==> src/rtl/regfield_cell.sv <==
module regfield_cell #(
  parameter int       BUS_W     = 32,
  parameter int       FW        = 12,
  parameter int       LSB       = 4,
  parameter logic [FW-1:0] RST_VAL = '0,
  parameter bit       RST_ASYNC = 1'b1,
  parameter bit       RST_HIGH  = 1'b0,
  parameter bit       HW_WR     = 1'b1,
  parameter bit       HW_WE     = 1'b1,
  parameter bit       HW_WE_LOW = 1'b0,
  parameter bit       SW_LAST   = 1'b1,
  parameter int       SW_GATE   = 0,
  parameter int       WMODE     = 0,
  parameter int       RMODE     = 0,
  parameter bit       PULSE     = 1'b0
) (
  input  logic               clk,
  input  logic               rst,
  input  logic               sw_wr,
  input  logic               sw_rd,
  input  logic [BUS_W-1:0]   sw_wdata,
  input  logic [BUS_W/8-1:0] sw_be,
  input  logic               sw_gate,
  input  logic               hw_wen,
  input  logic [FW-1:0]      hw_d,
  output logic [FW-1:0]      q,
  output logic               q_and,
  output logic               q_or,
  output logic               q_xor
);
  localparam logic [FW-1:0] ONES = '1;

  logic [FW-1:0] q_r, base, wd, bmask, nxt;
  logic          rst_on, hw_go, sw_go, rd_go, gate_ok;
  logic          unused_in;

  assign unused_in = ^{sw_wdata, sw_be, sw_gate, hw_wen, hw_d};

  assign rst_on  = RST_HIGH ? rst : !rst;
  assign wd      = sw_wdata[LSB +: FW];
  assign base    = PULSE ? '0 : q_r;
  assign gate_ok = (SW_GATE == 1) ? sw_gate : (SW_GATE == 2) ? !sw_gate : 1'b1;
  assign hw_go   = HW_WR && (!HW_WE || (hw_wen ^ HW_WE_LOW));
  assign sw_go   = sw_wr && gate_ok;
  assign rd_go   = sw_rd && (RMODE != 0);

  for (genvar i = 0; i < FW; i++) begin : g_bmask
    assign bmask[i] = sw_be[(LSB + i) / 8];
  end

  function automatic logic [FW-1:0] sw_apply(input logic [FW-1:0] cur, d, m);
    case (WMODE)
      1:       return cur | (d & m);
      2:       return cur & ~(d & m);
      3:       return cur ^ (d & m);
      4:       return cur & (d | ~m);
      5:       return cur ^ (~d & m);
      6:       return '0;
      7:       return ONES;
      default: return (cur & ~m) | (d & m);
    endcase
  endfunction

  always_comb begin
    nxt = base;
    if (SW_LAST) begin
      if (hw_go) nxt = hw_d;
      if (sw_go) nxt = sw_apply(nxt, wd, bmask);
    end else begin
      if (sw_go) nxt = sw_apply(nxt, wd, bmask);
      if (hw_go) nxt = hw_d;
    end
    if (rd_go) nxt = (RMODE == 2) ? ONES : '0;
  end

  if (RST_ASYNC && RST_HIGH) begin : g_arst_hi
    always_ff @(posedge clk or posedge rst)
      if (rst) q_r <= RST_VAL;
      else     q_r <= nxt;
  end else if (RST_ASYNC) begin : g_arst_lo
    always_ff @(posedge clk or negedge rst)
      if (!rst) q_r <= RST_VAL;
      else      q_r <= nxt;
  end else begin : g_srst
    always_ff @(posedge clk)
      if (rst_on) q_r <= RST_VAL;
      else        q_r <= nxt;
  end

  assign q     = q_r;
  assign q_and = &q_r;
  assign q_or  = |q_r;
  assign q_xor = ^q_r;

  p_rst_val_r1: assert property (@(posedge clk)
    ($past(rst_on) && !rst_on) |-> q_r == RST_VAL);

  p_hw_load_r2: assert property (@(posedge clk) disable iff (rst_on)
    (hw_go && !(sw_go && SW_LAST) && !rd_go) |=> q_r == $past(hw_d));

  p_rd_effect_r8: assert property (@(posedge clk) disable iff (rst_on)
    rd_go |=> q_r == ((RMODE == 2) ? ONES : '0));

  p_pulse_zero_r10: assert property (@(posedge clk) disable iff (rst_on)
    (PULSE && !hw_go && !sw_go && !rd_go) |=> q_r == '0);

  p_hold_r12: assert property (@(posedge clk) disable iff (rst_on)
    (!PULSE && !hw_go && !sw_go && !rd_go) |=> $stable(q_r));
endmodule

==> config.mk <==
export PLATFORM = sky130hd
export DESIGN_NAME = regfield_cell
export DESIGN_NICKNAME = d
export VERILOG_FILES = /design/src/rtl/regfield_cell.sv
export SDC_FILE = /design/constraint.sdc
export NUM_CORES = 1
export LEC_CHECK = 0
export ABC_AREA = 1
export BUFFER_PORTS_ARGS = -buffer_cell sky130_fd_sc_hd__buf_2
export CAP_MARGIN = 10
export CORE_UTILIZATION = 40
export CTS_CLUSTER_DIAMETER = 120
export DETAILED_ROUTE_END_ITERATION = 7
export GPL_TIMING_DRIVEN = 0
export PLACE_DENSITY = 0.91
export SLEW_MARGIN = 5
export SYNTH_ARGS = -nofsm -noshare
export SYNTH_HDL_FRONTEND = slang
export SYNTH_SLANG_ARGS = --single-unit
==> constraint.sdc <==
create_clock -name clk -period 4.2 [get_ports clk]
set_input_delay 1.26 -clock clk [delete_from_list [all_inputs] [get_ports clk]]
set_output_delay 1.26 -clock clk [all_outputs]
set_load 0.005 [all_outputs]
### Yosys cells after proc, flatten, opt, wreduce, memory -nomap -nowiden

Index checks and enable logic that the tools add are counted.
W data, S select, Z words.

* register bits: 12
* input bits: 54
* output and inout port bits: 15
* logic and storage cells: 10

* multiplexer cells: 2
* bitwise gates (word level): 4
* reduce and logical (&&, ||, !) cells: 3

Operators by type and width (number)
* $and A12 B12 Y12: 2
* $mux W12: 2
* $not A12 Y12: 1
* $or A12 B12 Y12: 1
* $reduce_and A12 Y1: 1
* $reduce_or A12 Y1: 1
* $reduce_xor A12 Y1: 1

### Longest topological paths before layout

* word-level depth: 4
* depth in mapped cells: 8
* depth with buffers taken out: 8

### Worst setup path before layout

Ideal clock, no wire load.

* path kind: register -> output
* start point: register q_r[0] (netlist: q[0])
* end point: output port q_xor
* arrival: 1.082 ns
* data required time: 2.940 ns
* slack: 1.858 ns
* cell stages (with the launch flop): 9
* path buffers: 0
* cells stage by stage: dfrtp_1 -> inv_1 -> ha_1 -> inv_1 -> nand2_1 -> nand2_1 -> nand2_1 -> nand3_1 -> nand2_1

* word-level cells in the longest chain between the ends: 1

Ends and longest elaborated chain
* from (decl): RTL line 33 `logic [FW-1:0] q_r, base, wd, bmask, nxt;`
* from (signal assigned): RTL line 83 `else q_r <= nxt;`
* $reduce_xor A12 Y1: RTL line 93 `assign q_xor = ^q_r;`
* to (decl): RTL line 29 `output logic q_xor`

Every way passes these cells.

### Worst setup path in the final report

* start point: register q_r[7] (netlist: q[7])
* end point: output port q_xor

The elaborated chain is that of the path after synthesis.

==> metrics.txt <==
# TYPE chip_impl_metric gauge
chip_impl_metric{name="dp.final_hpwl",unit="µm"} 1750
chip_impl_metric{name="synth.cell_area",unit="µm²"} 881
chip_impl_info{name="cp-start-kind",value="flip-flop"} 1
chip_impl_metric{name="place.gp.congestion",unit=""} 0.859
chip_impl_metric{name="drt-pass1-iter-count",unit=""} 6
chip_impl_metric{name="ff_latch_area",unit="µm²"} 300
chip_impl_metric{name="final_max_slew_viol_count",unit=""} 0
chip_impl_metric{name="grt_pass1_wl",unit="µm"} 3770
chip_impl_info{name="grt_setup_unrepaired",value="false"} 1
chip_impl_metric{name="dp_cells",unit=""} 190
chip_impl_metric{name="routed_via_density",unit=""} 4.74
chip_impl_metric{name="clkSinkCount",unit=""} 12
chip_impl_metric{name="timing.fmax",unit="MHz"} 350
chip_impl_metric{name="switching_share_of_power",unit=""} 0.363
chip_impl_metric{name="setup_viol",unit=""} 0
chip_impl_metric{name="multi_input_comb_area",unit="µm²"} 490
chip_impl_info{name="hp-class",value="reg2reg"} 1
chip_impl_metric{name="crit_fanout",unit=""} 3
chip_impl_metric{name="route.detailed.wl_per_inst",unit="µm"} 10.9
chip_impl_metric{name="via_count",unit=""} 915
chip_impl_info{name="rr_endpoint",value="q[7]$_DFF_PN0_"} 1
chip_impl_metric{name="grt_antenna_before_repair",unit=""} 0
chip_impl_metric{name="slowest_delay",unit="ns"} 0.38
chip_impl_info{name="cts_tree",value="done"} 1
chip_impl_metric{name="vdd.ir_drop.worst",unit="mV"} 0.208
chip_impl_info{name="cp-end-kind",value="output pin"} 1
chip_impl_metric{name="cts.htree.levels",unit=""} 1
chip_impl_metric{name="timing.slew.headroom",unit=""} 0.804
chip_impl_metric{name="drtIter0Drc",unit=""} 14
chip_impl_metric{name="power_switching",unit="mW"} 0.130
chip_impl_metric{name="nets",unit=""} 234
chip_impl_metric{name="cts_buffers",unit=""} 3
chip_impl_metric{name="die_x",unit="µm"} 48.9
chip_impl_metric{name="timing.max_cap.violations",unit=""} 0
chip_impl_metric{name="hold_buffers",unit=""} 0
chip_impl_metric{name="clk_transition_reported_paths",unit="ns"} 0.07
chip_impl_metric{name="grt_util_all_layers",unit=""} 0.208
chip_impl_metric{name="drive_above_1_share",unit=""} 0.307
chip_impl_metric{name="ctsLongestPathBuffers",unit=""} 2
chip_impl_metric{name="final_cells",unit=""} 193
chip_impl_metric{name="post_cts.repair.setup_buffers",unit=""} 0
chip_impl_metric{name="fillers",unit=""} 192
chip_impl_info{name="critical-path-slowest-cell",value="sky130_fd_sc_hd__dfrtp_1"} 1
chip_impl_info{name="worstSetupEndpoint",value="q_xor"} 1
chip_impl_metric{name="yosysSeqAreaShare",unit=""} 0.341
chip_impl_metric{name="hold_violations",unit=""} 0
chip_impl_info{name="critical_path.most_common_cell",value="sky130_fd_sc_hd__nand2_1"} 1
chip_impl_metric{name="clock_skew",unit="ns"} 0
chip_impl_metric{name="clkPwrFrac",unit=""} 0.200
chip_impl_metric{name="fin_crit_sh",unit=""} 0.680
chip_impl_metric{name="grt_start_max_net_pins",unit=""} 13
chip_impl_metric{name="r2r.worst_path.cells",unit=""} 4
chip_impl_metric{name="rows",unit=""} 16
chip_impl_metric{name="reg2reg_setup_slack",unit="ns"} 3.35
chip_impl_metric{name="synth_area_per_cell",unit="µm²"} 7.40
chip_impl_metric{name="postCtsResizedCells",unit=""} 0
chip_impl_metric{name="finalWorstPathRequiredPeriod",unit="ns"} 2.85
chip_impl_info{name="crit_path_cell_trace",value="inv_1, ha_1, inv_1, nand2_1, nand2_1, nand2_1, nand3_1, nand2_1, buf_2"} 1
chip_impl_info{name="status",value="complete, no violations"} 1
chip_impl_info{name="clock-root-buffer",value="sky130_fd_sc_hd__clkbuf_4"} 1
chip_impl_metric{name="timing_worst_slew_pin_value",unit="ns"} 0.294
chip_impl_metric{name="synth-seq-cells",unit=""} 12
chip_impl_metric{name="synthCells",unit=""} 119
chip_impl_metric{name="share_of_total_power_in_sequential_cells",unit=""} 0.386
chip_impl_metric{name="antenna_cells_inserted",unit=""} 0
chip_impl_info{name="top_layer_reached_by_signal_wires",value="met4"} 1
chip_impl_metric{name="synth_nets",unit=""} 185
chip_impl_metric{name="chipHeight",unit="µm"} 48.9
chip_impl_metric{name="grt_overflow_total",unit=""} 0
chip_impl_metric{name="setup_tns",unit="ns"} 0
chip_impl_metric{name="coreArea",unit="µm²"} 2020
chip_impl_metric{name="io_pins",unit=""} 69
chip_impl_metric{name="areaGrowthSynthToFinish",unit="%"} 31.4
chip_impl_metric{name="io_buffers",unit=""} 44
chip_impl_metric{name="met3WireLength",unit="µm"} 89
chip_impl_metric{name="worstSkewPairLatency",unit="ns"} 0.28
chip_impl_metric{name="initial_core_util",unit=""} 0.436
chip_impl_info{name="kind_of_critical_path",value="reg2out"} 1
chip_impl_metric{name="comb_power_share",unit=""} 0.414
chip_impl_metric{name="p_int",unit="mW"} 0.228
chip_impl_metric{name="p_leak",unit="nW"} 0.670
chip_impl_metric{name="met1Wirelength",unit="µm"} 914
chip_impl_metric{name="drc_errors",unit=""} 0
chip_impl_metric{name="finalPower",unit="mW"} 0.358
chip_impl_metric{name="postRouteAntennaNets",unit=""} 0
chip_impl_metric{name="design.die.area",unit="µm²"} 2390
chip_impl_info{name="critical_path.reg2reg.startpoint",value="q[7]$_DFF_PN0_"} 1
chip_impl_info{name="startpoint",value="q[7]$_DFF_PN0_"} 1
chip_impl_metric{name="wl_met2",unit="µm"} 1060
chip_impl_metric{name="ys_warn_count",unit=""} 0
chip_impl_metric{name="via_count_of_the_first_global_routing_pass",unit=""} 909
chip_impl_metric{name="arrival_time_reported_for_the_critical_path_endpoint",unit="ns"} 1.59
chip_impl_metric{name="timing.critical_path.required",unit="ns"} 2.94
chip_impl_metric{name="largest_reg_flops",unit=""} 12
chip_impl_metric{name="synthDistinctLibCells",unit=""} 14
chip_impl_metric{name="powerDensity",unit="nW/µm²"} 310
chip_impl_metric{name="routed_wirelength",unit="µm"} 2110
-- synthesized netlist by cell type, drive strengths merged --
master  instances  area, µm²
ha             12        150
nor2           25       93.8
nand3b          1       7.51
inv            16       60.1
nand2          20       75.1
dfrtp          12        300
nand4           2       12.5
xor2            1       8.76
a21oi          24        124
buf             3       30.0
xnor2           1       8.76
nand3           2       10.0
-- cell usage in the layout (no fill, tap or decap), drive strengths merged --
cell type,n
nor2,25
buf,47
ha,12
clkbuf,3
nand2,20
a21oi,24
inv,16
nand3b,1
xor2,1
nand4,2
dfrtp,12
nand3,2
xnor2,1
-- final cells by class --
cell class | instances | area share
clock buffer | 3 | 0.0195
timing repair buffer | 44 | 0.190
tap | 27 | 0.0292
multi-input combinational | 88 | 0.424
sequential | 12 | 0.259
buffer | 3 | 0.0259
inverter | 16 | 0.0519
-- through the flow --
step           hold WS [ns]  instance area [µm²]  utilization  setup WS, ns
6_report              0.704                 1160        0.572          1.35
5_1_grt               0.742                 1160        0.572          1.23
4_1_cts               0.715                 1160        0.572          1.36
3_5_place_dp          0.696                 1130        0.561          1.67
3_3_place_gp          0.675                 1130        0.561          1.72
2_1_floorplan         0.674                  881            -          1.86
-- layer usage --
layer  track usage  vias to the layer above
li1              -                      472
met1         0.237                      412
met2         0.354                       26
met3        0.0467                        5
met4         0.123                        0
met5             0                        -
-- critical path, delay by kind of cell (launching register included) --
family,cells,cell delay (ns)
AND/OR/NAND/NOR,5,0.32
adder cells (fa/ha/maj),1,0.31
buffers and inverters,3,0.29
flip-flops,1,0.38
-- cell families (layout without fill, tap and decap cells) --
family	after synthesis	after routing	synth area share
and+or+nand+nor	50	50	0.226
AOI/OAI and AO/OA	24	24	0.141
buffers and inverters	19	66	0.102
adders and majority gates	12	12	0.170
DFF	12	12	0.341
xor gates and xnor gates	2	2	0.0199
-- worst min-delay path by stage --
stage	start	to	cells past startpoint
2_1_floorplan	q[11]$_DFF_PN0_	q[11]$_DFF_PN0_	4
3_3_place_gp	q[11]$_DFF_PN0_	q[11]$_DFF_PN0_	4
3_5_place_dp	q[0]$_DFF_PN0_	q[0]$_DFF_PN0_	4
4_1_cts	q[9]$_DFF_PN0_	q[9]$_DFF_PN0_	4
5_1_grt	q[3]$_DFF_PN0_	q[3]$_DFF_PN0_	4
6_report	q[0]$_DFF_PN0_	q[0]$_DFF_PN0_	4
-- power by group through the flow --
stage	clock network (mW)	registers (mW)	logic [mW]
after floorplan	0	0.141	0.0896
after global placement	0	0.140	0.139
after detailed placement	0	0.141	0.146
final	0.0718	0.138	0.148
after CTS	0.0744	0.139	0.147
after global routing	0.0775	0.140	0.169
Note: power is estimated with default switching activity, not from simulation.
